==> src/rtl/irq_enc_pkg.sv <==
package irq_enc_pkg;
  localparam int LVL_W   = 3;
  localparam int BASE_W  = 4;
  localparam logic [LVL_W-1:0] LVL_NMI = 3'd7;
  localparam logic [LVL_W-1:0] LVL_OFF = 3'd0;

  typedef struct packed {
    logic [LVL_W-1:0]  lvl;
    logic [BASE_W-1:0] base;
  } irq_cfg_t;
endpackage

==> src/rtl/irq_cfg_regs.sv <==
module irq_cfg_regs
  import irq_enc_pkg::*;
#(
  parameter int NCH = 16
) (
  input  logic              clk_i,
  input  logic              rst_ni,
  input  logic              cfg_we_i,
  input  logic [LVL_W-1:0]  lvl_wdata_i,
  input  logic [BASE_W-1:0] base_wdata_i,
  input  logic              en_we_i,
  input  logic [NCH-1:0]    en_wdata_i,
  output irq_cfg_t          cfg_o,
  output logic [NCH-1:0]    en_o
);
  always_ff @(posedge clk_i or negedge rst_ni) begin
    if (!rst_ni) begin
      cfg_o <= '0;
      en_o  <= '0;
    end else begin
      if (cfg_we_i) begin
        cfg_o.lvl  <= lvl_wdata_i;
        cfg_o.base <= base_wdata_i;
      end
      if (en_we_i) en_o <= en_wdata_i;
    end
  end

  a_r1_cfg_hold: assert property (@(posedge clk_i) disable iff (!rst_ni)
    !cfg_we_i |=> $stable(cfg_o));
  a_r1_en_hold: assert property (@(posedge clk_i) disable iff (!rst_ni)
    !en_we_i |=> $stable(en_o));
endmodule

==> src/rtl/irq_pend_bank.sv <==
module irq_pend_bank #(
  parameter int NCH = 16
) (
  input  logic           clk_i,
  input  logic           rst_ni,
  input  logic [NCH-1:0] set_i,
  input  logic [NCH-1:0] clr_i,
  output logic [NCH-1:0] pend_o
);
  for (genvar i = 0; i < NCH; i++) begin : g_ch
    always_ff @(posedge clk_i or negedge rst_ni) begin
      if (!rst_ni)       pend_o[i] <= 1'b0;
      else if (set_i[i]) pend_o[i] <= 1'b1;  // new pulse beats clear
      else if (clr_i[i]) pend_o[i] <= 1'b0;
    end
  end

  a_r9_set_latches: assert property (@(posedge clk_i) disable iff (!rst_ni)
    (|set_i) |=> ((pend_o & $past(set_i)) == $past(set_i)));
  a_r8_clear_takes: assert property (@(posedge clk_i) disable iff (!rst_ni)
    (|(clr_i & ~set_i)) |=> ((pend_o & $past(clr_i & ~set_i)) == '0));
  a_r8_others_kept: assert property (@(posedge clk_i) disable iff (!rst_ni)
    1'b1 |=> ((pend_o & ~$past(set_i | clr_i)) == ($past(pend_o) & ~$past(set_i | clr_i))));
endmodule

==> src/rtl/irq_prio_enc.sv <==
module irq_prio_enc #(
  parameter int NCH   = 16,
  localparam int IDX_W = (NCH > 1) ? $clog2(NCH) : 1
) (
  input  logic [NCH-1:0]   active_i,
  output logic             any_o,
  output logic [IDX_W-1:0] idx_o,
  output logic [NCH-1:0]   grant_o
);
  always_comb begin
    any_o   = 1'b0;
    idx_o   = '0;
    grant_o = '0;
    for (int i = NCH - 1; i >= 0; i--) begin
      if (active_i[i]) begin
        any_o   = 1'b1;
        idx_o   = IDX_W'(i);
        grant_o = NCH'(1) << i;
      end
    end
  end

  always_comb begin
    a_r7_onehot: assert ($onehot0(grant_o));
    if (any_o) begin
      a_r7_lowest: assert (((grant_o - NCH'(1)) & active_i) == '0);
    end
  end
endmodule

==> src/rtl/irq_vec_enc.sv <==
module irq_vec_enc
  import irq_enc_pkg::*;
#(
  parameter int NCH = 16,
  localparam int IDX_W = (NCH > 1) ? $clog2(NCH) : 1,
  localparam int VEC_W = BASE_W + IDX_W
) (
  input  logic              clk_i,
  input  logic              rst_ni,
  input  logic              cfg_we_i,
  input  logic [LVL_W-1:0]  lvl_wdata_i,
  input  logic [BASE_W-1:0] base_wdata_i,
  input  logic              en_we_i,
  input  logic [NCH-1:0]    en_wdata_i,
  input  logic [NCH-1:0]    req_i,
  input  logic              ack_i,
  output logic [LVL_W-1:0]  lvl_o,
  output logic              nmi_o,
  output logic [VEC_W-1:0]  vec_o
);
  irq_cfg_t         cfg;
  logic [NCH-1:0]   en;
  logic [NCH-1:0]   pend;
  logic [NCH-1:0]   active;
  logic [NCH-1:0]   grant;
  logic [NCH-1:0]   clr;
  logic             any;
  logic [IDX_W-1:0] idx;

  irq_cfg_regs #(.NCH(NCH)) u_cfg (
    .clk_i, .rst_ni, .cfg_we_i, .lvl_wdata_i, .base_wdata_i,
    .en_we_i, .en_wdata_i, .cfg_o(cfg), .en_o(en)
  );

  irq_pend_bank #(.NCH(NCH)) u_pend (
    .clk_i, .rst_ni, .set_i(req_i), .clr_i(clr), .pend_o(pend)
  );

  assign active = pend & en;

  irq_prio_enc #(.NCH(NCH)) u_prio (
    .active_i(active), .any_o(any), .idx_o(idx), .grant_o(grant)
  );

  assign clr   = ack_i ? grant : '0;
  assign lvl_o = any ? cfg.lvl : LVL_OFF;
  assign nmi_o = (lvl_o == LVL_NMI);
  assign vec_o = {cfg.base, idx};

  a_r3_level_off: assert property (@(posedge clk_i) disable iff (!rst_ni)
    (cfg.lvl == LVL_OFF) |-> (lvl_o == LVL_OFF));
  a_r2_idle_quiet: assert property (@(posedge clk_i) disable iff (!rst_ni)
    ((pend & en) == '0) |-> (lvl_o == LVL_OFF));
  a_r4_nmi_level: assert property (@(posedge clk_i) disable iff (!rst_ni)
    nmi_o |-> (cfg.lvl == LVL_NMI && (pend & en) != '0));
  a_r10_empty_ack: assert property (@(posedge clk_i) disable iff (!rst_ni)
    (ack_i && (pend & en) == '0 && req_i == '0) |=> $stable(pend));
  a_r6_vec_base: assert property (@(posedge clk_i) disable iff (!rst_ni)
    vec_o[VEC_W-1 -: BASE_W] == cfg.base);
endmodule

==> config.mk <==
export PLATFORM = sky130hd
export DESIGN_NAME = irq_vec_enc
export DESIGN_NICKNAME = d
export VERILOG_FILES = /design/src/rtl/irq_enc_pkg.sv /design/src/rtl/irq_cfg_regs.sv /design/src/rtl/irq_pend_bank.sv /design/src/rtl/irq_prio_enc.sv /design/src/rtl/irq_vec_enc.sv
export SDC_FILE = /design/constraint.sdc
export NUM_CORES = 1
export LEC_CHECK = 0
export BUFFER_PORTS_ARGS = -buffer_cell sky130_fd_sc_hd__buf_2
export CORE_MARGIN = 2
export CORE_UTILIZATION = 35
export CTS_CLUSTER_DIAMETER = 200
export DETAILED_ROUTE_END_ITERATION = 7
export PLACE_DENSITY = 0.66
export SKIP_CTS_REPAIR_TIMING = 1
export SLEW_MARGIN = 25
export SYNTH_ARGS = -nofsm -noshare
export SYNTH_HDL_FRONTEND = slang
export SYNTH_SLANG_ARGS = --single-unit
==> constraint.sdc <==
create_clock -name clk_i -period 1.4 [get_ports clk_i]
set_clock_uncertainty 0.2 [all_clocks]
set_input_delay 0.14 -clock clk_i [delete_from_list [all_inputs] [get_ports clk_i]]
set_output_delay 0.14 -clock clk_i [all_outputs]
set_load 0.02 [all_outputs]
# After elaboration in Yosys (flattened, before gate mapping)
# Index checks and enable logic that the tools add are counted.
# Widths: inputs -> output; s select.
dict set report classes {
  n_mul 0
  n_eq_ne 1
  n_reduce_logical 16
  n_bitwise 1
  n_addsub 0
  div 0
  magnitude_cmp 0
  shift 0
  mux 82
}
# operator n
set op_table {}
lappend op_table {{$mux 16} 17}
lappend op_table {{$mux 4} 16}
lappend op_table {{$mux 1} 48}
lappend op_table {{$reduce_bool 2->1} 16}
lappend op_table {{$and 16x16->16} 1}
lappend op_table {{$eq 3x3->1 const B} 1}
lappend op_table {{$mux 3} 1}
dict set report totals {
  elab_cells 119
  rom_bits 0
  ram_bits 0
  latch_bits 0
  inputBits 44
  out_inout_bits 12
  ff_bits 39
  memories 0
}

# Longest topological paths before layout
# Gate-level depths: netlist of run 1.
dict set report logic_depth {
  ltp_word 20
  depth_mapped 4
  depth_no_buf 4
}

# Modules after synthesis
# From an unflattened synthesis of run 1, not the netlist that was laid out.
dict set report hier_totals {
  cells_unflattened 187
  area_unflattened_um2 2065.7
}
# mod cells_each area_each_um2 instances seq_area_each_um2
set modules_own_cells {}
lappend modules_own_cells {irq_cfg_regs 49 908.4 1 575.6}
lappend modules_own_cells {irq_pend_bank 48 580.6 1 400.4}
lappend modules_own_cells {irq_prio_enc 53 322.8 1 0.0}
lappend modules_own_cells {irq_vec_enc 37 254.0 1 0.0}

# Worst setup path after synthesis of run 1
# OpenSTA, ideal clock, no wires.
dict set report synth_path {
  path_type {flip-flop to output port}
  start {reg u_cfg.en_o[5]}
  end {out vec_o[0]}
  path_buffers 0
  setup_slack_ns -0.203
  t_required_ns 1.060
  arrival_ns 1.263
  stages_incl_launch_ff 5
  path_cell_list {dfrtp_1 and2_1 o21ai_0 a21oi_1 a21boi_0}
}
dict set report synth_via {
  elab_chain_cells 7
}
# item line_no
set synth_rtl {}
lappend synth_rtl {{start, declared} irq_cfg_regs.sv:14} ;# output logic [NCH-1:0] en_o
lappend synth_rtl {{start signal, assigned} irq_cfg_regs.sv:25} ;# if (en_we_i) en_o <= en_wdata_i;
lappend synth_rtl {{$and 16x16->16} irq_vec_enc.sv:39} ;# assign active = pend & en;
lappend synth_rtl {{$mux 4 (6 in series)} irq_prio_enc.sv:15} ;# if (active_i[i]) begin
lappend synth_rtl {{end, declared} irq_vec_enc.sv:19} ;# output logic [VEC_W-1:0] vec_o
# Every way passes these cells.

# Worst setup path after layout of run 1
dict set report layout_path {
  start {reg u_cfg.en_o[14]}
  end {out lvl_o[2]}
}
dict set report layout_via {
  elab_chain_cells 17
}
# item line_no
set layout_rtl {}
lappend layout_rtl {{$and 16x16->16} irq_vec_enc.sv:39}
lappend layout_rtl {{$mux 1 (15 in series)} irq_prio_enc.sv:15}
lappend layout_rtl {{$mux 3} irq_vec_enc.sv:46} ;# assign lvl_o = any ? cfg.lvl : LVL_OFF;
lappend layout_rtl {{end, declared} irq_vec_enc.sv:17} ;# output logic [LVL_W-1:0] lvl_o,
# Every way passes these cells.

==> results.json, run 1 <==
{
  "gp_congestion": 0.845,
  "min_period_ns": 2.15,
  "cts_buffers": 5,
  "rows": 26,
  "path_cells": "a222oi_1, nand2_1, nor3_4, nor2b_1, buf_2",
  "use_met1_pct": 20.2,
  "critPathLaunchType": "flip-flop",
  "avgViaCountPerCell": 4.75,
  "drv_slew": 0,
  "start_util_pct": 36.9,
  "vias": 1795,
  "total_power_mw": 3.18,
  "syn_area_um2": 1910,
  "hpwlAfterDp_um": 3450,
  "preCtsSetupSlack_ns": -0.456,
  "layout_setup_ws_ns": -0.748,
  "grt_max_degree": 40,
  "antenna_cells": 0,
  "routedWlPerCell_um": 13.8,
  "area_delta_synth_final_pct": 71.7,
  "rrSetupSlack_ns": -0.35,
  "die_area_um2": 6050,
  "synth_edf_count": 0,
  "ys_seq_elements": 39,
  "critical_path.n_buffers_inverters": 1,
  "htreeDepth": 2,
  "grt_pass1_wl_um": 7710,
  "finalCritPeriodShare_pct": 153,
  "final_area_um2": 3270,
  "clock_latency_ns": 0.28,
  "stdcell_count": 378,
  "yosys_warnings": 0,
  "synth.yosys.seq_area_share_pct": 51.2,
  "cap_violations": 0,
  "tightest_slew_ns": 0.398,
  "antenna_found_initial": 0,
  "dp.cells": 323,
  "io_pins": 56,
  "hold_path_class": "input pin to flip-flop",
  "ir_drop_mv": 0.541,
  "drc": 0,
  "critical_path.slowest_cell": "a222oi_1",
  "critical_path_arrival_ns": 1.81,
  "p_leak_nw": 1.45,
  "placed_area_um2": 2560,
  "violations": "negative setup slack",
  "rsz0062_at_grt": "true",
  "grtUsageMet3_pct": 3.60,
  "drive_above_1_share_pct": 51.6,
  "fmax_mhz": 465,
  "cpLargestDelayFamily": "simple AND/OR/NAND/NOR gates",
  "final_util_pct": 63.3,
  "syn_inst": 165,
  "syn-num-nets": 209,
  "final_nets": 351,
  "core_area_um2": 5170,
  "cts_sinks": 39,
  "holdWs_ns": 0.0347,
  "hold_viol": 0,
  "critPathCaptureType": "primary output",
  "root_buffer": "clkbuf_8",
  "die_h_um": 77.8,
  "synthDistinctLibCells": 32,
  "path_class": "flip-flop to primary output",
  "setup_tns_ns": -8.96,
  "cts_buffer_depth": 2,
  "avgSynthCellArea_um2": 11.6,
  "grt.met2_usage_pct": 27.7,
  "grt_pass1_vias": 1692,
  "setup_viol": 20,
  "drtIter0Drc": 162,
  "async_flop_share_pct": 100,
  "path_clk_slew_ns": 0.08,
  "grt_usage_pct": 16.0,
  "cts_tree": "done",
  "finalWirelength_um": 5220,
  "synth_top_flop_cell": "dfrtp_1",
  "relSlewSlack_pct": 73.5,
  "cp.required_ns": 1.06,
  "grt_overflow": 0,
  "path_max_fanout": 5,
  "die_w_um": 77.8,
  "portBuffers": 55,
  "power.density_nw_per_um2": 970,
  "ant_nets": 0,
  "drt_pass1_iterations": 7,
  "grt.busiest_layer": "met2",
  "cp_slowest_stage_delay_ns": 0.45,
  "status": "finished with violations"
}
[cell families after synthesis]
group                  synth area share, %
AND/OR/NAND/NOR                       14.4
multiplexers                          13.6
flip-flops                            51.2
AO/OA/AOI/OAI                         17.6
buffers and inverters                 3.28
[cell type report]
type                    count  area (um2)
multi-input cells         114         956
well taps                  70        87.6
inverters                   4        15.0
clock inverters             2        60.1
flip-flops and latches     39         977
repair buffers            143        1110
fillers                   408        1900
clock buffers               6        72.6
[layout by cell type (no fill, tap or decap), types with 4 or more instances in the layout]
master / n
nand2_1: 13
o21ai_2: 4
dlygate4sd3_1: 40
buf_6: 10
a21o_1: 8
nand2b_1: 4
buf_2: 52
inv_1: 4
buf_4: 39
nand3_1: 6
dfrtp_1: 38
and2_1: 4
clkbuf_8: 5
mux2_2: 23
nor2_1: 6
[report_power, final]
part / total (mW) / leakage (nW) / internal, mW / switching, mW
Combinational: 0.794 / 0.977 / 0.464 / 0.330
Clock: 1.10 / 0.0654 / 0.713 / 0.391
Sequential: 1.28 / 0.411 / 1.20 / 0.0766
Total: 3.18 / 1.45 / 2.38 / 0.797
[path summary, 6_finish.rpt]
path	startpoint	endpoint	cells past startpoint
max reg2reg	u_cfg.en_o[7]$_DFFE_PN0P_	u_pend.pend_o[15]$_DFFE_PN0P_	6
min	cfg_we_i	u_cfg.cfg_o[0]$_DFFE_PN0P_	2
min in group asynchronous	rst_ni	u_cfg.cfg_o[0]$_DFFE_PN0P_	3
min reg2reg	u_cfg.cfg_o[0]$_DFFE_PN0P_	u_cfg.cfg_o[0]$_DFFE_PN0P_	1
max	u_cfg.en_o[14]$_DFFE_PN0P_	lvl_o[2]	5
max in group asynchronous	rst_ni	u_cfg.en_o[5]$_DFFE_PN0P_	3
[per-layer routing]
metal	share of wire [%]	up-vias	wire length (um)
met5	0	-	0
met4	0.80	0	42
met3	3.9	4	205
met2	52	53	2710
met1	43	851	2260
li1	-	887	-
[cell usage after synthesis, types with 4 or more instances]
master / number / area (um2)
nand3_1: 9 / 45.0
a22oi_1: 4 / 30.0
and2_1: 7 / 43.8
nand2_1: 14 / 52.6
dfrtp_1: 39 / 976
inv_1: 4 / 15.0
nor2_1: 7 / 26.3
o21ai_0: 8 / 40.0
mux2_2: 23 / 259
a21o_1: 8 / 60.1
nand2b_1: 4 / 25.0
buf_4: 4 / 30.0
[worst register-to-register path, cell delays in order (launching register included)]
cell	delay, ns
dfrtp_1	0.44
a22oi_2	0.28
nand4_4	0.15
buf_6	0.16
buf_4	0.13
nor2_4	0.12
a41oi_1	0.13
[flip-flops by register name, indices dropped and copies added, names as in the netlist]
register and count:
u_pend.pend_o 16, u_cfg.cfg_o 7, u_cfg.en_o 16
Note: power is estimated with default switching activity, not from simulation.
==> run 2, diff against run 1 <==
--- a/config.mk
+++ b/config.mk
@@ -10,7 +10,7 @@
 export CORE_UTILIZATION = 35
 export CTS_CLUSTER_DIAMETER = 200
 export DETAILED_ROUTE_END_ITERATION = 7
-export PLACE_DENSITY = 0.66
+export PLACE_DENSITY = 0.67
 export SKIP_CTS_REPAIR_TIMING = 1
 export SLEW_MARGIN = 25
 export SYNTH_ARGS = -nofsm -noshare
==> run 2 against run 1 <==
Sequential share of layout area grew 0.39 points. Clock-buffer cell count is the same. The flow still finishes with violations (negative setup slack). Sequential power is essentially flat. Global-route usage shrank 0.36 points. Critical path type unchanged. Critical endpoint unchanged. Cell count shrank 1.1%. First-iteration DRC count shrank 62%. Fmax is essentially flat.
==> results.json, run 2 (synthesized netlist as in run 1, its figures left out) <==
{
  "dp.cells": 324,
  "fmax_mhz": 465,
  "critical_path_arrival_ns": 1.81,
  "cpLargestDelayFamily": "simple AND/OR/NAND/NOR gates",
  "io_pins": 56,
  "drv_slew": 0,
  "clock_power_share_pct": 30.1,
  "drc": 0,
  "relSlewSlack_pct": 73.9,
  "mostFrequentLayoutCells": "buf_2 (53), dlygate4sd3_1 (40), dfrtp_1 (38)",
  "crit_cells": 5,
  "drtIter0Drc": 62,
  "htreeDepth": 2,
  "ant_nets": 0,
  "drive_above_1_share_pct": 53.3,
  "n_fill_cell": 420,
  "power.switching_mw": 0.770,
  "rows": 26,
  "total_power_mw": 2.96,
  "gp_congestion": 0.813,
  "layout_setup_ws_ns": -0.749,
  "min_period_ns": 2.15,
  "clock_latency_ns": 0.28,
  "finalCritPeriodShare_pct": 154,
  "root_buffer": "clkbuf_8",
  "finalWirelength_um": 5030,
  "grt_overflow": 0,
  "cap_violations": 0,
  "setup_viol": 22,
  "p_seq_share_pct": 43.2,
  "tightest_slew_ns": 0.391,
  "die_h_um": 77.8,
  "routedWlPerCell_um": 13.5,
  "p_int_mw": 2.19,
  "cts_buffers": 5,
  "start_util_pct": 36.9,
  "path_max_fanout": 4,
  "critical_path.slowest_cell": "a222oi_1",
  "stdcell_count": 374,
  "cts_buffer_depth": 2,
  "core_area_um2": 5170,
  "ir_drop_mv": 0.621,
  "p_leak_nw": 1.43,
  "critPathCaptureType": "primary output",
  "hold_path_class": "input pin to flip-flop",
  "power.density_nw_per_um2": 915,
  "violations": "negative setup slack",
  "hpwlAfterDp_um": 3540,
  "grt_usage_pct": 15.7,
  "status": "finished with violations",
  "path_cells": "a222oi_1, nand2_1, nor3_4, nor2b_1, buf_2",
  "ff2ff_path_depth": 5,
  "cp_slowest_stage_delay_ns": 0.44,
  "hold_depth": 2,
  "path_clk_slew_ns": 0.07,
  "antenna_found_initial": 0,
  "critPathLaunchType": "flip-flop",
  "final_nets": 348,
  "vias": 1800,
  "p_comb_share_pct": 26.7,
  "p_sw_share_pct": 26.0,
  "hold_viol": 0,
  "die_area_um2": 6050,
  "rsz0062_at_grt": "true",
  "cts_sinks": 39,
  "grt_max_degree": 20,
  "critical_path.n_buffers_inverters": 1,
  "antenna_cells": 0,
  "grt_pass1_vias": 1625,
  "holdWs_ns": 0.0266,
  "drt_pass1_iterations": 4,
  "path_class": "flip-flop to primary output",
  "grt_pass1_wl_um": 7500,
  "cts_tree": "done",
  "area_delta_synth_final_pct": 69.5,
  "cp.required_ns": 1.06,
  "reg.largest.list": "u_cfg.en_o: 16 flops, u_pend.pend_o: 16 flops, u_cfg.cfg_o: 7 flops",
  "avgViaCountPerCell": 4.81,
  "die_w_um": 77.8,
  "layout_commonest_cell": "buf_2",
  "portBuffers": 55
}
[run 2: cell types whose count changed in the layout (fill, tap and decap cells not counted), sizes merged]
cell	before	now
bufinv	2	1
buf	103	100
[run 2: final timing paths]
kind / from / endpoint / slack, ns
setup / recovery: u_cfg.en_o[14]$_DFFE_PN0P_ / lvl_o[2] / -0.75
hold / removal: cfg_we_i / u_cfg.cfg_o[5]$_DFFE_PN0P_ / 0.03
setup reg to reg: u_cfg.en_o[1]$_DFFE_PN0P_ / u_pend.pend_o[15]$_DFFE_PN0P_ / -0.26
hold reg to reg: u_cfg.cfg_o[2]$_DFFE_PN0P_ / u_cfg.cfg_o[2]$_DFFE_PN0P_ / 0.31
max in group asynchronous: rst_ni / u_cfg.en_o[5]$_DFFE_PN0P_ / 0.47
min in group asynchronous: rst_ni / u_cfg.cfg_o[1]$_DFFE_PN0P_ / 0.07
[run 2: layout make-up]
cell class                 instances  area, um2  area share [%]
clock inverter                     1       30.0           0.929
timing repair buffer             140       1070            33.2
multi-input combinational        114        976            30.2
sequential                        39        977            30.2
clock buffer                       6       72.6            2.25
tap                               70       87.6            2.71
inverter                           4       15.0           0.465
[run 2: through the flow]
stage	utilization [%]	setup TNS (ns)	worst slack [ns]	area (um2)
after CTS	51.6	-8.22	-0.723	2670
final	62.5	-7.69	-0.749	3230
after detailed placement	49.6	-5.52	-0.411	2560
after floorplan	-	-1.42	-0.171	1910
after global placement	49.6	-5.01	-0.369	2560
after global routing	62.5	-9.23	-0.839	3230
[run 2: power by group through the flow]
stage	combinational [mW]	clock [mW]	sequential (mW)
2_1_floorplan	0.309	0	1.29
3_3_place_gp	0.605	0	1.29
3_5_place_dp	0.615	0	1.29
4_1_cts	0.617	0.915	1.27
5_1_grt	0.853	0.954	1.29
6_report	0.790	0.889	1.28
[run 2: layer usage]
metal	global-route usage [%]	part of all wire, %	up-vias
met5	0	0	-
met4	4.82	1.4	0
met3	3.60	3.3	7
met2	25.2	50	36
met1	21.0	46	881
li1	-	-	876
[run 2: worst register-to-register path, stage by stage, from the launching register on]
cell	delay, ns
dfrtp_1	0.41
a22oi_4	0.28
nand4_4	0.16
buf_6	0.18
nor2_4	0.15
a41oi_1	0.14
==> run 3, diff against run 2 <==
--- a/config.mk
+++ b/config.mk
@@ -5,7 +5,7 @@
 export SDC_FILE = /design/constraint.sdc
 export NUM_CORES = 1
 export LEC_CHECK = 0
-export BUFFER_PORTS_ARGS = -buffer_cell sky130_fd_sc_hd__buf_2
+export BUFFER_PORTS_ARGS = -buffer_cell sky130_fd_sc_hd__buf_4
 export CORE_MARGIN = 2
 export CORE_UTILIZATION = 35
 export CTS_CLUSTER_DIAMETER = 200
==> run 3 against run 2 <==
The flow still finishes with violations (negative setup slack). Via count fell by 2.4%. Fmax fell by 1.0%. Sequential share of layout area rose by 0.050 points. Cell count fell by 1.1%. Critical endpoint is now nmi_o. First-iteration DRC count decreased by 15%. Non-clock buffer count shrank 5. Worst setup slack lost 0.023 ns. Die area stayed put. Sequential cell count did not move.
==> results.json, run 3 (synthesized netlist as in run 1, its figures left out) <==
{
  "relSlewSlack_pct": 67.8,
  "drc": 0,
  "cp-endpoint": "nmi_o",
  "rsz0062_at_grt": "true",
  "min_period_ns": 2.17,
  "finalWirelength_um": 4820,
  "critPathLaunchType": "flip-flop",
  "grt_max_degree": 40,
  "reg2reg_to": "u_pend.pend_o[15]$_DFFE_PN0P_",
  "hpwlAfterDp_um": 3400,
  "drive_above_1_share_pct": 49.7,
  "io_pins": 56,
  "htreeDepth": 2,
  "preCtsSetupSlack_ns": -0.459,
  "finalCritPeriodShare_pct": 155,
  "clock_latency_ns": 0.29,
  "cts_sinks": 39,
  "cts_buffers": 5,
  "area_delta_synth_final_pct": 69.4,
  "path_class": "flip-flop to primary output",
  "grt_pass1_wl_um": 7220,
  "antenna_cells": 0,
  "cap_violations": 0,
  "critPathCaptureType": "primary output",
  "grt_usage_pct": 15.2,
  "critical_path.slowest_cell": "a222oi_1",
  "drtIter0Drc": 53,
  "fmax_mhz": 460,
  "reg2reg_from": "u_cfg.en_o[7]$_DFFE_PN0P_",
  "path_max_fanout": 5,
  "cts_buffer_depth": 2,
  "portBuffers": 55,
  "die_h_um": 77.8,
  "root_buffer": "clkbuf_8",
  "critical_path_arrival_ns": 1.83,
  "final_nets": 343,
  "core_area_um2": 5170,
  "tightest_slew_ns": 0.482,
  "setup_viol": 22,
  "die_w_um": 77.8,
  "p_leak_nw": 1.41,
  "vias": 1757,
  "antenna_found_initial": 0,
  "routedWlPerCell_um": 13.0,
  "rrSetupSlack_ns": -0.23,
  "path_cells": "a222oi_1, nand2_1, nor3_4, nor2_1, buf_4",
  "startpoint": "u_cfg.en_o[14]$_DFFE_PN0P_",
  "grt_overflow": 0,
  "layout_commonest_cell": "buf_4",
  "die_area_um2": 6050,
  "rows": 26,
  "ant_nets": 0,
  "grt_pass1_vias": 1515,
  "n_fill_cell": 429,
  "layout_setup_ws_ns": -0.772,
  "hold_path_class": "input pin to flip-flop",
  "avgViaCountPerCell": 4.75,
  "cp_slowest_stage_delay_ns": 0.45,
  "holdWs_ns": 0.0173,
  "total_power_mw": 2.78,
  "path_clk_slew_ns": 0.07,
  "gp_congestion": 0.830,
  "reg.largest.list": "u_cfg.en_o: 16 flops, u_pend.pend_o: 16 flops, u_cfg.cfg_o: 7 flops",
  "power.density_nw_per_um2": 860,
  "hold_viol": 0,
  "drv_slew": 0,
  "drt_pass1_iterations": 4,
  "ir_drop_mv": 0.720,
  "start_util_pct": 36.9,
  "ff2ff_path_depth": 5,
  "violations": "negative setup slack",
  "mostFrequentLayoutCells": "buf_4 (92), dlygate4sd3_1 (41), dfrtp_1 (37)",
  "cp.required_ns": 1.06,
  "cts_tree": "done",
  "status": "finished with violations",
  "setup_tns_ns": -7.82
}
[run 3: cell count changes in the layout (fill, tap and decap cells not counted), sizes merged]
| cell | previous run | this run |
|---|---|---|
| buf | 100 | 94 |
| bufinv | 1 | 0 |
| clkbuf | 6 | 7 |
| clkinv | 0 | 1 |
| dlygate4sd3 | 40 | 41 |
[run 3: worst min-delay path by stage]
stage	start	endpoint	slack, ns	cells after the start
global route	ack_i	u_pend.pend_o[0]$_DFFE_PN0P_	0.01	3
finish	ack_i	u_pend.pend_o[0]$_DFFE_PN0P_	0.02	3
global placement	rst_ni	u_cfg.cfg_o[1]$_DFFE_PN0P_	-0.06	1
floorplan	rst_ni	u_cfg.cfg_o[0]$_DFFE_PN0P_	-0.36	0
CTS	rst_ni	u_pend.pend_o[12]$_DFFE_PN0P_	-0.37	1
detailed placement	rst_ni	u_cfg.cfg_o[1]$_DFFE_PN0P_	-0.06	1
[run 3: final cells by class]
type	count	area [um2]	share of cell area [%]
Timing Repair Buffer	135	1120	34.8
Sequential cell	39	978	30.3
Multi-Input combinational cell	114	945	29.2
Tap cell	70	87.6	2.71
Clock buffer	7	76.3	2.36
Inverter	4	15.0	0.465
Clock inverter	1	5.00	0.155
[run 3: metrics by stage]
step / std cells / util (%) / instance area, um2
2_1_floorplan: 165 / - / 1910
3_3_place_gp: 318 / 50.9 / 2630
3_5_place_dp: 318 / 50.9 / 2630
4_1_cts: 326 / 52.5 / 2710
5_1_grt: 370 / 62.5 / 3230
6_report: 370 / 62.5 / 3230
[run 3: power breakdown]
group | internal, mW | switching (mW)
logic | 0.468 | 0.312
clock network | 0.349 | 0.372
registers | 1.20 | 0.0736
total | 2.02 | 0.757
[run 3: per-layer routing]
| layer | share of wire (%) | up-vias | wire length, um | track usage, % |
|---|---|---|---|---|
| met5 | 0 | - | 0 | 0 |
| met4 | 1.3 | 0 | 63 | 5.36 |
| met3 | 3.3 | 6 | 159 | 3.49 |
| met2 | 49 | 35 | 2360 | 24.7 |
| met1 | 46 | 842 | 2240 | 19.7 |
| li1 | - | 874 | - | - |
[run 3: worst max-delay path, delay by kind of cell, from the launching register on]
| family | cells | cell delay, ns |
|---|---|---|
| AND/OR/NAND/NOR | 3 | 0.52 |
| flip-flops | 1 | 0.41 |
| AO/OA/AOI/OAI | 1 | 0.45 |
| buffers and inverters | 1 | 0.16 |
